$ cat config.mk
export PLATFORM = sky130hd
export DESIGN_NAME = phy_pwr_seq
export DESIGN_NICKNAME = d
export VERILOG_FILES = /design/src/rtl/phy_seq_pkg.sv /design/src/rtl/pll_band_sel.sv /design/src/rtl/srz_cfg_gen.sv /design/src/rtl/lock_timer.sv /design/src/rtl/phy_pwr_seq.sv
export SDC_FILE = /design/constraint.sdc
export NUM_CORES = 1
export LEC_CHECK = 0
export BUFFER_PORTS_ARGS = -buffer_cell sky130_fd_sc_hd__buf_2
export CAP_MARGIN = 20
export CORE_MARGIN = 4
export CORE_UTILIZATION = 30
export DETAILED_ROUTE_END_ITERATION = 12
export GPL_ROUTABILITY_DRIVEN = 1
export GPL_TIMING_DRIVEN = 0
export SLEW_MARGIN = 25
export SYNTH_ARGS = -nofsm -noshare
export SYNTH_HDL_FRONTEND = slang
export SYNTH_SLANG_ARGS = --single-unit
$ cat constraint.sdc
create_clock -name clk -period 1.88 [get_ports clk]
set_input_delay 0.094 -clock clk [delete_from_list [all_inputs] [get_ports clk]]
set_output_delay 0.094 -clock clk [all_outputs]
set_load 0.01 [all_outputs]
$ cat src/rtl/phy_seq_pkg.sv
package phy_seq_pkg;

    localparam int NUM_BANDS = 5;
    localparam logic [31:0] BAND_TOP [NUM_BANDS] =
        '{32'd20_000_000, 32'd42_500_000, 32'd85_000_000, 32'd170_000_000, 32'd340_000_000};
    localparam logic [7:0]  BAND_IDF [NUM_BANDS] = '{8'd1, 8'd2, 8'd4, 8'd8, 8'd16};
    localparam logic [1:0]  BAND_ODF [NUM_BANDS] = '{2'd3, 2'd3, 2'd2, 2'd1, 2'd0};
    localparam logic [7:0]  FB_DIV = 8'd40;

    localparam logic [15:0] REG_SRZ_CFG = 16'h0504;
    localparam logic [15:0] REG_PLL     = 16'h0510;
    localparam logic [15:0] REG_ICTL    = 16'h0518;
    localparam logic [15:0] REG_CAL     = 16'h0520;

    localparam logic [31:0] CFG_RUN_BASE = 32'h000D_0001;
    localparam logic [31:0] CFG_SRC_TERM = 32'h0100_0000;
    localparam logic [31:0] CFG_OWN_MASK = 32'h010F_0003;
    localparam logic [31:0] CFG_PARK     = 32'h000C_0000;
    localparam logic [31:0] SRC_TERM_HZ  = 32'd165_000_000;

    // PHY tuning rows, both bounds inclusive, first match wins
    localparam int NUM_ROWS = 2;
    localparam logic [31:0] ROW_LO [NUM_ROWS] = '{32'd0, 32'd250_000_000};
    localparam logic [31:0] ROW_HI [NUM_ROWS] = '{32'd250_000_000, 32'd300_000_000};
    localparam logic [31:0] ROW_W0 [NUM_ROWS] = '{32'h0, 32'h0000_1110};
    localparam logic [31:0] ROW_W1 [NUM_ROWS] = '{32'h0, 32'h0};
    localparam logic [31:0] ROW_W2 [NUM_ROWS] = '{32'h0, 32'h0};

    typedef enum logic [3:0] {
        S_IDLE, S_PLL_ON, S_LOCK_WAIT, S_SRZ_CFG, S_SRZ_ICTL, S_SRZ_CAL,
        S_PARK_CFG, S_PLL_OFF, S_UNLOCK_WAIT
    } seq_state_e;

endpackage

$ cat src/rtl/pll_band_sel.sv
module pll_band_sel
    import phy_seq_pkg::*;
(
    input  logic [31:0] freq_hz,
    output logic        hit,
    output logic [7:0]  idf,
    output logic [1:0]  odf
);
    // Bands are contiguous from zero; scanning downward leaves the lowest match.
    always_comb begin
        hit = 1'b0;
        idf = '0;
        odf = '0;
        for (int i = NUM_BANDS - 1; i >= 0; i--) begin
            if (freq_hz < BAND_TOP[i]) begin
                hit = 1'b1;
                idf = BAND_IDF[i];
                odf = BAND_ODF[i];
            end
        end
    end
endmodule

$ cat src/rtl/srz_cfg_gen.sv
module srz_cfg_gen
    import phy_seq_pkg::*;
(
    input  logic [31:0] tmds_hz,
    output logic [31:0] cfg_word,
    output logic [31:0] ictl_word,
    output logic [31:0] cal_word
);
    logic [31:0] base, w0;

    always_comb begin
        base      = CFG_RUN_BASE | ((tmds_hz > SRC_TERM_HZ) ? CFG_SRC_TERM : 32'h0);
        w0        = '0;
        ictl_word = '0;
        cal_word  = '0;
        for (int i = NUM_ROWS - 1; i >= 0; i--) begin
            if (tmds_hz >= ROW_LO[i] && tmds_hz <= ROW_HI[i]) begin
                w0        = ROW_W0[i];
                ictl_word = ROW_W1[i];
                cal_word  = ROW_W2[i];
            end
        end
        cfg_word = base | (w0 & ~CFG_OWN_MASK);
    end
endmodule

$ cat src/rtl/lock_timer.sv
module lock_timer #(
    parameter int unsigned LIMIT = 2500000
) (
    input  logic clk,
    input  logic rst_n,
    input  logic run,
    output logic expired
);
    localparam int CW = (LIMIT > 2) ? $clog2(LIMIT) : 1;

    logic [CW-1:0] cnt;

    assign expired = run && (cnt == CW'(LIMIT - 1));

    always_ff @(posedge clk) begin
        if (!rst_n || !run) begin
            cnt <= '0;
        end else if (!expired) begin
            cnt <= cnt + 1'b1;
        end
    end
endmodule

$ cat src/rtl/phy_pwr_seq.sv
module phy_pwr_seq
    import phy_seq_pkg::*;
#(
    parameter int unsigned CLK_HZ  = 50_000_000,
    parameter int unsigned LOCK_MS = 50,
    parameter int          ADDR_W  = 12
) (
    input  logic              clk,
    input  logic              rst_n,
    input  logic              start_req,
    input  logic              stop_req,
    input  logic [31:0]       pix_freq_hz,
    input  logic              pll_locked,
    output logic              wr_valid,
    output logic [ADDR_W-1:0] wr_addr,
    output logic [31:0]       wr_data,
    input  logic              wr_ready,
    output logic              busy,
    output logic              done,
    output logic              error,
    output logic [7:0]        pll_idf,
    output logic [1:0]        pll_odf
);
    localparam int unsigned WAIT_CYC = (CLK_HZ / 1000) * LOCK_MS;

    seq_state_e  st, nxt;
    logic        fin_ok, fin_err, capture, tmo;
    logic        band_hit;
    logic [7:0]  band_idf;
    logic [1:0]  band_odf;
    logic [31:0] freq_q, cfg_word, ictl_word, cal_word;

    pll_band_sel u_band (
        .freq_hz (pix_freq_hz),
        .hit     (band_hit),
        .idf     (band_idf),
        .odf     (band_odf)
    );

    srz_cfg_gen u_cfg (
        .tmds_hz   (freq_q),
        .cfg_word  (cfg_word),
        .ictl_word (ictl_word),
        .cal_word  (cal_word)
    );

    lock_timer #(.LIMIT(WAIT_CYC)) u_tmr (
        .clk     (clk),
        .rst_n   (rst_n),
        .run     (st == S_LOCK_WAIT || st == S_UNLOCK_WAIT),
        .expired (tmo)
    );

    // Next state and completion decision
    always_comb begin
        nxt     = st;
        fin_ok  = 1'b0;
        fin_err = 1'b0;
        capture = 1'b0;
        unique case (st)
            S_IDLE: begin
                if (start_req) begin
                    capture = 1'b1;
                    if (band_hit) nxt = S_PLL_ON;
                    else          fin_err = 1'b1;
                end else if (stop_req) begin
                    nxt = S_PARK_CFG;
                end
            end
            S_PLL_ON:    if (wr_ready) nxt = S_LOCK_WAIT;
            S_LOCK_WAIT: begin
                if (pll_locked) nxt = S_SRZ_CFG;
                else if (tmo) begin
                    nxt     = S_IDLE;
                    fin_err = 1'b1;
                end
            end
            S_SRZ_CFG:   if (wr_ready) nxt = S_SRZ_ICTL;
            S_SRZ_ICTL:  if (wr_ready) nxt = S_SRZ_CAL;
            S_SRZ_CAL: begin
                if (wr_ready) begin
                    nxt    = S_IDLE;
                    fin_ok = 1'b1;
                end
            end
            S_PARK_CFG:  if (wr_ready) nxt = S_PLL_OFF;
            S_PLL_OFF:   if (wr_ready) nxt = S_UNLOCK_WAIT;
            S_UNLOCK_WAIT: begin
                if (!pll_locked) begin
                    nxt    = S_IDLE;
                    fin_ok = 1'b1;
                end else if (tmo) begin
                    nxt     = S_IDLE;
                    fin_err = 1'b1;
                end
            end
            default: nxt = S_IDLE;
        endcase
    end

    // State register and captured request data
    always_ff @(posedge clk) begin
        if (!rst_n) begin
            st      <= S_IDLE;
            freq_q  <= '0;
            pll_idf <= '0;
            pll_odf <= '0;
        end else begin
            st <= nxt;
            if (capture) begin
                freq_q  <= pix_freq_hz;
                pll_idf <= band_idf;
                pll_odf <= band_odf;
            end
        end
    end

    // Completion pulses
    always_ff @(posedge clk) begin
        if (!rst_n) begin
            done  <= 1'b0;
            error <= 1'b0;
        end else begin
            done  <= fin_ok;
            error <= fin_err;
        end
    end

    // Write port driven from the state
    always_comb begin
        wr_valid = 1'b1;
        wr_addr  = '0;
        wr_data  = '0;
        unique case (st)
            S_PLL_ON: begin
                wr_addr = ADDR_W'(REG_PLL);
                wr_data = {6'd0, pll_odf, pll_idf, FB_DIV, 8'h01};
            end
            S_SRZ_CFG: begin
                wr_addr = ADDR_W'(REG_SRZ_CFG);
                wr_data = cfg_word;
            end
            S_SRZ_ICTL: begin
                wr_addr = ADDR_W'(REG_ICTL);
                wr_data = ictl_word;
            end
            S_SRZ_CAL: begin
                wr_addr = ADDR_W'(REG_CAL);
                wr_data = cal_word;
            end
            S_PARK_CFG: begin
                wr_addr = ADDR_W'(REG_SRZ_CFG);
                wr_data = CFG_PARK;
            end
            S_PLL_OFF: begin
                wr_addr = ADDR_W'(REG_PLL);
                wr_data = 32'h0;
            end
            default: wr_valid = 1'b0;
        endcase
    end

    assign busy = (st != S_IDLE);

endmodule

== After elaboration in Yosys (flattened, before gate mapping) ==
Cells that the tools add are included.

* Memory bits (writable): 0
* Logic and storage cells: 93
* Output and inout bits: 58
* Bits of input ports: 38
* Bits in latches: 0
* Memories: 0
* Memory bits (read-only): 0
* Register bits: 70

* Bitwise logic cells: 1
* Divide/modulo/power cells: 0
* Add/sub/neg operators: 1
* $mul: 0
* Reductions and logical operators: 13
* $lt $le $gt $ge: 10
* Shift operators: 0
* Equal/unequal tests: 17
* Mux-type cells: 44

{| class="wikitable"
|+ Operator list
! operator !! number
|-
| one-hot mux 32 bit (3 select lines) || 1
|-
| 2-to-1 mux 4 bit || 12
|-
| one-hot mux 11 bit (4 select lines) || 1
|-
| one-hot mux 4 bit (9 select lines) || 1
|-
| greater-or-equal comparator 32 x 1 -> 1 bit, second input constant || 1
|-
| greater-or-equal comparator 32 x 28 -> 1 bit, second input constant || 1
|-
| > comparator 32 x 28 -> 1 bit, second input constant || 1
|-
| <= comparator 32 x 28 -> 1 bit, second input constant || 1
|-
| <= comparator 32 x 29 -> 1 bit, second input constant || 1
|-
| < comparator 32 x 25 -> 1 bit, second input constant || 1
|-
| < comparator 32 x 26 -> 1 bit, second input constant || 1
|-
| < comparator 32 x 27 -> 1 bit, second input constant || 1
|-
| < comparator 32 x 28 -> 1 bit, second input constant || 1
|-
| < comparator 32 x 29 -> 1 bit, second input constant || 1
|-
| 2-to-1 mux 32 bit || 1
|-
| OR 32 bit || 1
|-
| 2-to-1 mux 25 bit || 1
|-
| 2-to-1 mux 5 bit || 5
|-
| adder 22 x 1 -> 22 bit, second input constant || 1
|-
| equality test 22 bit, second input constant || 1
|-
| equality test 4 x 3 -> 1 bit, second input constant || 4
|-
| 2-to-1 mux 1 bit || 16
|-
| 2-to-1 mux 13 bit || 1
|-
| inequality test 2 bit, second input constant || 6
|-
| other kinds (15) || 24
|}

== Logic depth before layout (Yosys ltp) ==
* Word-level depth: 9
* Gate-level depth with buffers: 7
* Gate-level depth less buffers: 7

== Modules after synthesis ==
Synthesis repeated with hierarchy kept, for this count alone.

* Cell total of the unflattened synthesis: 705
* Area total of the unflattened synthesis: 5363.9 um2

{| class="wikitable"
|+ Modules (own cells, without submodules)
! module !! area each (um2) !! cells an instance !! instances !! seq. area each (um2)
|-
| phy_pwr_seq || 2747.6 || 355 || 1 || 960.9
|-
| lock_timer || 1199.9 || 142 || 1 || 440.4
|-
| srz_cfg_gen || 1048.5 || 150 || 1 || 0.0
|-
| pll_band_sel || 367.9 || 58 || 1 || 0.0
|}

== Worst setup path after synthesis ==
No wires, ideal clock.

* Kind: register -> output
* From: register st[1]
* To: output wr_data[12]
* Stages on the path, launching flop included: 6
* Required time: 1786 ps
* Buffers on the path: 2
* Data arrival time: 1618 ps
* Setup slack: 168 ps
* Path through: dfxtp_1 -> clkbuf_1 -> or4b_1 -> nor3_1 -> and3_1 -> buf_4

* Cells in the longest elaborated chain, start to end: 2
* Elaborated cells between the ends (all ways): 4
* Those cells by class: eq/ne (3); mux (1)

{| class="wikitable"
|+ RTL lines
! element !! line !! source
|-
| start: declaration || phy_pwr_seq.sv:26 || <nowiki>seq_state_e st, nxt;</nowiki>
|-
| start signal: assignment || phy_pwr_seq.sv:109 || <nowiki>st <= nxt;</nowiki>
|-
| equality test 4 x 3 -> 1 bit (tied with other cells) || phy_pwr_seq.sv:134 || <nowiki>unique case (st)</nowiki>
|-
| one-hot mux 32 bit (3 select lines) * || phy_pwr_seq.sv:134 ||
|-
| end: declaration || phy_pwr_seq.sv:16 || <nowiki>output logic [31:0] wr_data,</nowiki>
|}

Every way passes the cells marked *; elsewhere a longest branch is shown, timed or not.

== Worst setup path after layout ==
* From: register freq_q[4]
* To: output wr_data[8]

* Cells in the longest elaborated chain, start to end: 6
* Elaborated cells between the ends (all ways): 10
* Those cells by class: order compare (4); mux (3); bitwise (1); reduce/logical (2)

{| class="wikitable"
|+ RTL lines
! element !! line !! source
|-
| start: declaration || phy_pwr_seq.sv:31 || <nowiki>logic [31:0] freq_q, cfg_word, ictl_word, cal_word;</nowiki>
|-
| start signal: assignment || phy_pwr_seq.sv:111 || <nowiki>freq_q <= pix_freq_hz;</nowiki>
|-
| greater-or-equal comparator 32 x 28 -> 1 bit or <= comparator 32 x 29 -> 1 bit (tied branches) || srz_cfg_gen.sv:17 || <nowiki>if (tmds_hz >= ROW_LO[i] && tmds_hz <= ROW_HI[i]) begin</nowiki>
|-
| logical AND 1 bit || srz_cfg_gen.sv:17 ||
|-
| 2-to-1 mux 13 bit || srz_cfg_gen.sv:17 ||
|-
| 2-to-1 mux 32 bit * || srz_cfg_gen.sv:17 ||
|-
| OR 32 bit * || srz_cfg_gen.sv:23 || <nowiki>cfg_word = base | (w0 & ~CFG_OWN_MASK);</nowiki>
|-
| one-hot mux 32 bit (3 select lines) * || phy_pwr_seq.sv:134 ||
|}

Marked as above.

==> results_dict.tcl <==
set metrics [dict create \
    min_path_cells 3 \
    fillers 1262 \
    clock-skew-final_ns 0.007494 \
    p_comb_frac 0.327 \
    port_buffers 65 \
    chipHeight_microns 119.5 \
    rsz0062_at_grt "true" \
    antenna_found_initial 0 \
    via_per_inst 4.957 \
    pin_count 96 \
    critPathTopFamily "simple AND/OR/NAND/NOR gates" \
    start_kind "flop" \
    syn_area_sq_mm 0.003727 \
    hold_viol 0 \
    gp_congestion 0.9142 \
    cpPeakStageDelay_ns 0.38 \
    setup_viol 4 \
    vias 3832 \
    synth_edf_count 0 \
    outcome "finished, violations left" \
    worstHoldEndpoint "freq_q[3]$_SDFFE_PN0P_" \
    overflow 0 \
    cp.arrival_ns 2.22 \
    p_leak_nw 1.936 \
    clockBufferDepth 2 \
    row_count 40 \
    htreeDepth 3 \
    violations "negative setup slack" \
    finalCritPeriodShare 1.232 \
    syn_inst 495 \
    path_max_fanout 3 \
    critPathBufInv 2 \
    utilization 0.4003 \
    finalWorstSetupSlack_ns -0.4360 \
    p_int_mw 3.454 \
    min_path_type "primary input to flop" \
    slew_viol_final 0 \
    dr.pass1.iters 5 \
    end_kind "output port" \
    power_density_mw_per_mm2 1110 \
    regToRegSetupSlack_ns 0.09 \
    path_clk_slew_ns 0.05 \
    wirelength_microns 10930 \
    num-nets-final 639 \
    power_frac_seq 0.347 \
    grt_pass1_vias 3592 \
    crit_slowest_cell "nor4bb_2" \
    start_util 0.3077 \
    area_growth_pct 30.08 \
    clk_latency_ns 0.32 \
    die_area_sq_mm 0.01427 \
    path_class "flop to output port" \
    min_from "pix_freq_hz[3]" \
    ys_seq_area_frac 0.3599 \
    drive_gt1_frac 0.2545 \
    avgSynthCellArea_sq_um 7.530 \
    cts.sinks 67 \
    max-vdd-ir-drop_v 0.0004565 \
    antenna_left 0 \
    die-width_microns 119.5 \
    finalPower_mw 5.380 \
    crit_top_cell "buf_4" \
    wl_per_cell_microns 14.13 \
    synth_top_cell_area_share 0.3599 \
    final_cell_mix "94 x nand2_1, 64 x buf_2, 62 x dfxtp_1" \
    diodes 0 \
    r2r-end "error$_SDFF_PN0_" \
    cp_cell_sequence "nor4b_4, nand4_1, nor4bb_2, a31oi_1, o22ai_1, and3_4, buf_4, buf_4" \
    tightest_slew_ns 0.5561 \
    relSlewSlack 0.6292 \
    cts_tree "done" \
    synth-seq-cells 67 \
    rr_worst_depth 5 \
    core_area_sq_mm 0.01211 \
    sw_frac_of_total 0.3579 \
    timing.rr.start "u_tmr.cnt[7]$_SDFFE_PP0N_" \
    ys.flop_type "dfxtp_1" \
    drtIter0Drc 204 \
    grtUsageTotal 0.1484 \
    timing.hold.ws_ns 0.009618 \
    power.switching_mw 1.925 \
    cap_violations 0 \
    drc_errors 0 \
    grt_first_pass_wirelength_microns 17300 \
    post-dp-hpwl_microns 8199 \
    clkPwrFrac 0.326 \
    cts_hold_buf 0 \
    synth_largest_area_cell "dfxtp_1" \
    ctsRootBufferMaster "clkbuf_16" \
    layout_commonest_cell "nand2_1" \
    fin_crit_ns 2.316 \
    dp_slack_ns -0.2220 \
    async_flop_share 0 \
    grt_max_degree 12 \
    critical_path_required_ns 1.79 \
    cts_made_buffers 9 \
    yosys_warnings 0 \
    fmax_ghz 0.4318 \
    synth_cell_types 57 \
    synth_area_leaders "dfxtp_1 36%, nand2_1 9.6%, buf_4 6.4%" \
]
==> metrics by stage <==
step / TNS (ns) / std cells / area, sq um
finish: -1.606 / 773 / 4848
global route: -1.986 / 773 / 4848
CTS: -1.404 / 770 / 4760
detailed placement: -1.819 / 755 / 4364
global placement: -1.991 / 755 / 4364
floorplan: 0 / 522 / 3829
==> synthesized netlist by cell type (all sizes together), types with 5 or more instances <==
cell and instances:
nor3 8, nor2 48, a31oi 9, and3 8
nand3 21, nand4 10, o211ai 6, inv 10
xnor2 6, buf 37, dfxtp 67, o21ai 19
or3 11, xor2 11, clkbuf 17, nand2 95
a21oi 47, nor4b 5, nor4 9
==> power by group through the flow <==
stage / Sequential, mW / Clock, mW / Combinational [mW]
2_1_floorplan: 1.82 / 0 / 1.14
3_3_place_gp: 1.87 / 0 / 1.66
3_5_place_dp: 1.87 / 0 / 1.69
4_1_cts: 1.86 / 1.79 / 1.73
5_1_grt: 1.90 / 1.85 / 1.96
6_report: 1.87 / 1.75 / 1.76
==> cells by family (layout without fill, tap and decap cells) <==
family | after synthesis | after routing | share of synthesized area
other | 1 | 28 | 0.001006
AND/OR/NAND/NOR | 238 | 238 | 0.3098
XOR/XNOR | 17 | 17 | 0.03995
adder cells (fa/ha/maj) | 1 | 1 | 0.003356
flip-flops | 67 | 67 | 0.3599
buffers and inverters | 64 | 147 | 0.09701
AO/OA/AOI/OAI | 106 | 106 | 0.1863
multiplexers | 1 | 1 | 0.002686
==> what timing repair did <==
item                                    CTS  global route
pin swaps                                 2             6
gates resized for setup                  23            22
endpoints found under the setup margin   49            52
buffers inserted                          0             3
==> sequential cells by signal, indices dropped and copies added, names as in the netlist <==
signal / cells
freq_q: 32
u_tmr.cnt: 22
pll_idf: 5
st: 4
pll_odf: 2
done: 1
error: 1
==> layout make-up <==
cell class	instances	area, sq um	area share
flip-flops and latches	67	1348	0.2779
inverters	10	37.54	0.007742
plain buffers	53	340.3	0.07019
well taps	168	210.2	0.04335
clock buffers	10	229.0	0.04723
repair buffers	68	356.6	0.07355
clock inverters	6	80.08	0.01652
multi-input cells	391	2247	0.4635
==> worst min-delay path, stage by stage <==
cell	delay, ns
buf_2	0.10
nand2_1	0.04
a21oi_1	0.05
==> per-layer routing <==
| layer | vias to the layer above | routed length [microns] | GRT usage |
|---|---|---|---|
| met1 | 1774 | 4851 | 0.1819 |
| li1 | 1901 | - | - |
| met4 | 0 | 282 | 0.07301 |
| met2 | 137 | 5150 | 0.2451 |
| met5 | - | 0 | 0 |
| met3 | 20 | 640 | 0.03324 |
==> how the worst max path moves through the flow <==
stage,to,slack (ns),depth (start not counted),from
floorplan,wr_data[12],0.17,5,st[1]$_SDFFE_PN0P_
global route,wr_data[8],-0.52,8,freq_q[4]$_SDFFE_PN0P_
finish,wr_data[8],-0.44,8,freq_q[4]$_SDFFE_PN0P_
detailed placement,wr_data[8],-0.22,8,freq_q[9]$_SDFFE_PN0P_
global placement,wr_data[8],-0.23,8,freq_q[9]$_SDFFE_PN0P_
CTS,wr_data[24],-0.38,7,freq_q[4]$_SDFFE_PN0P_
Power figures use the tool's default switching activity.
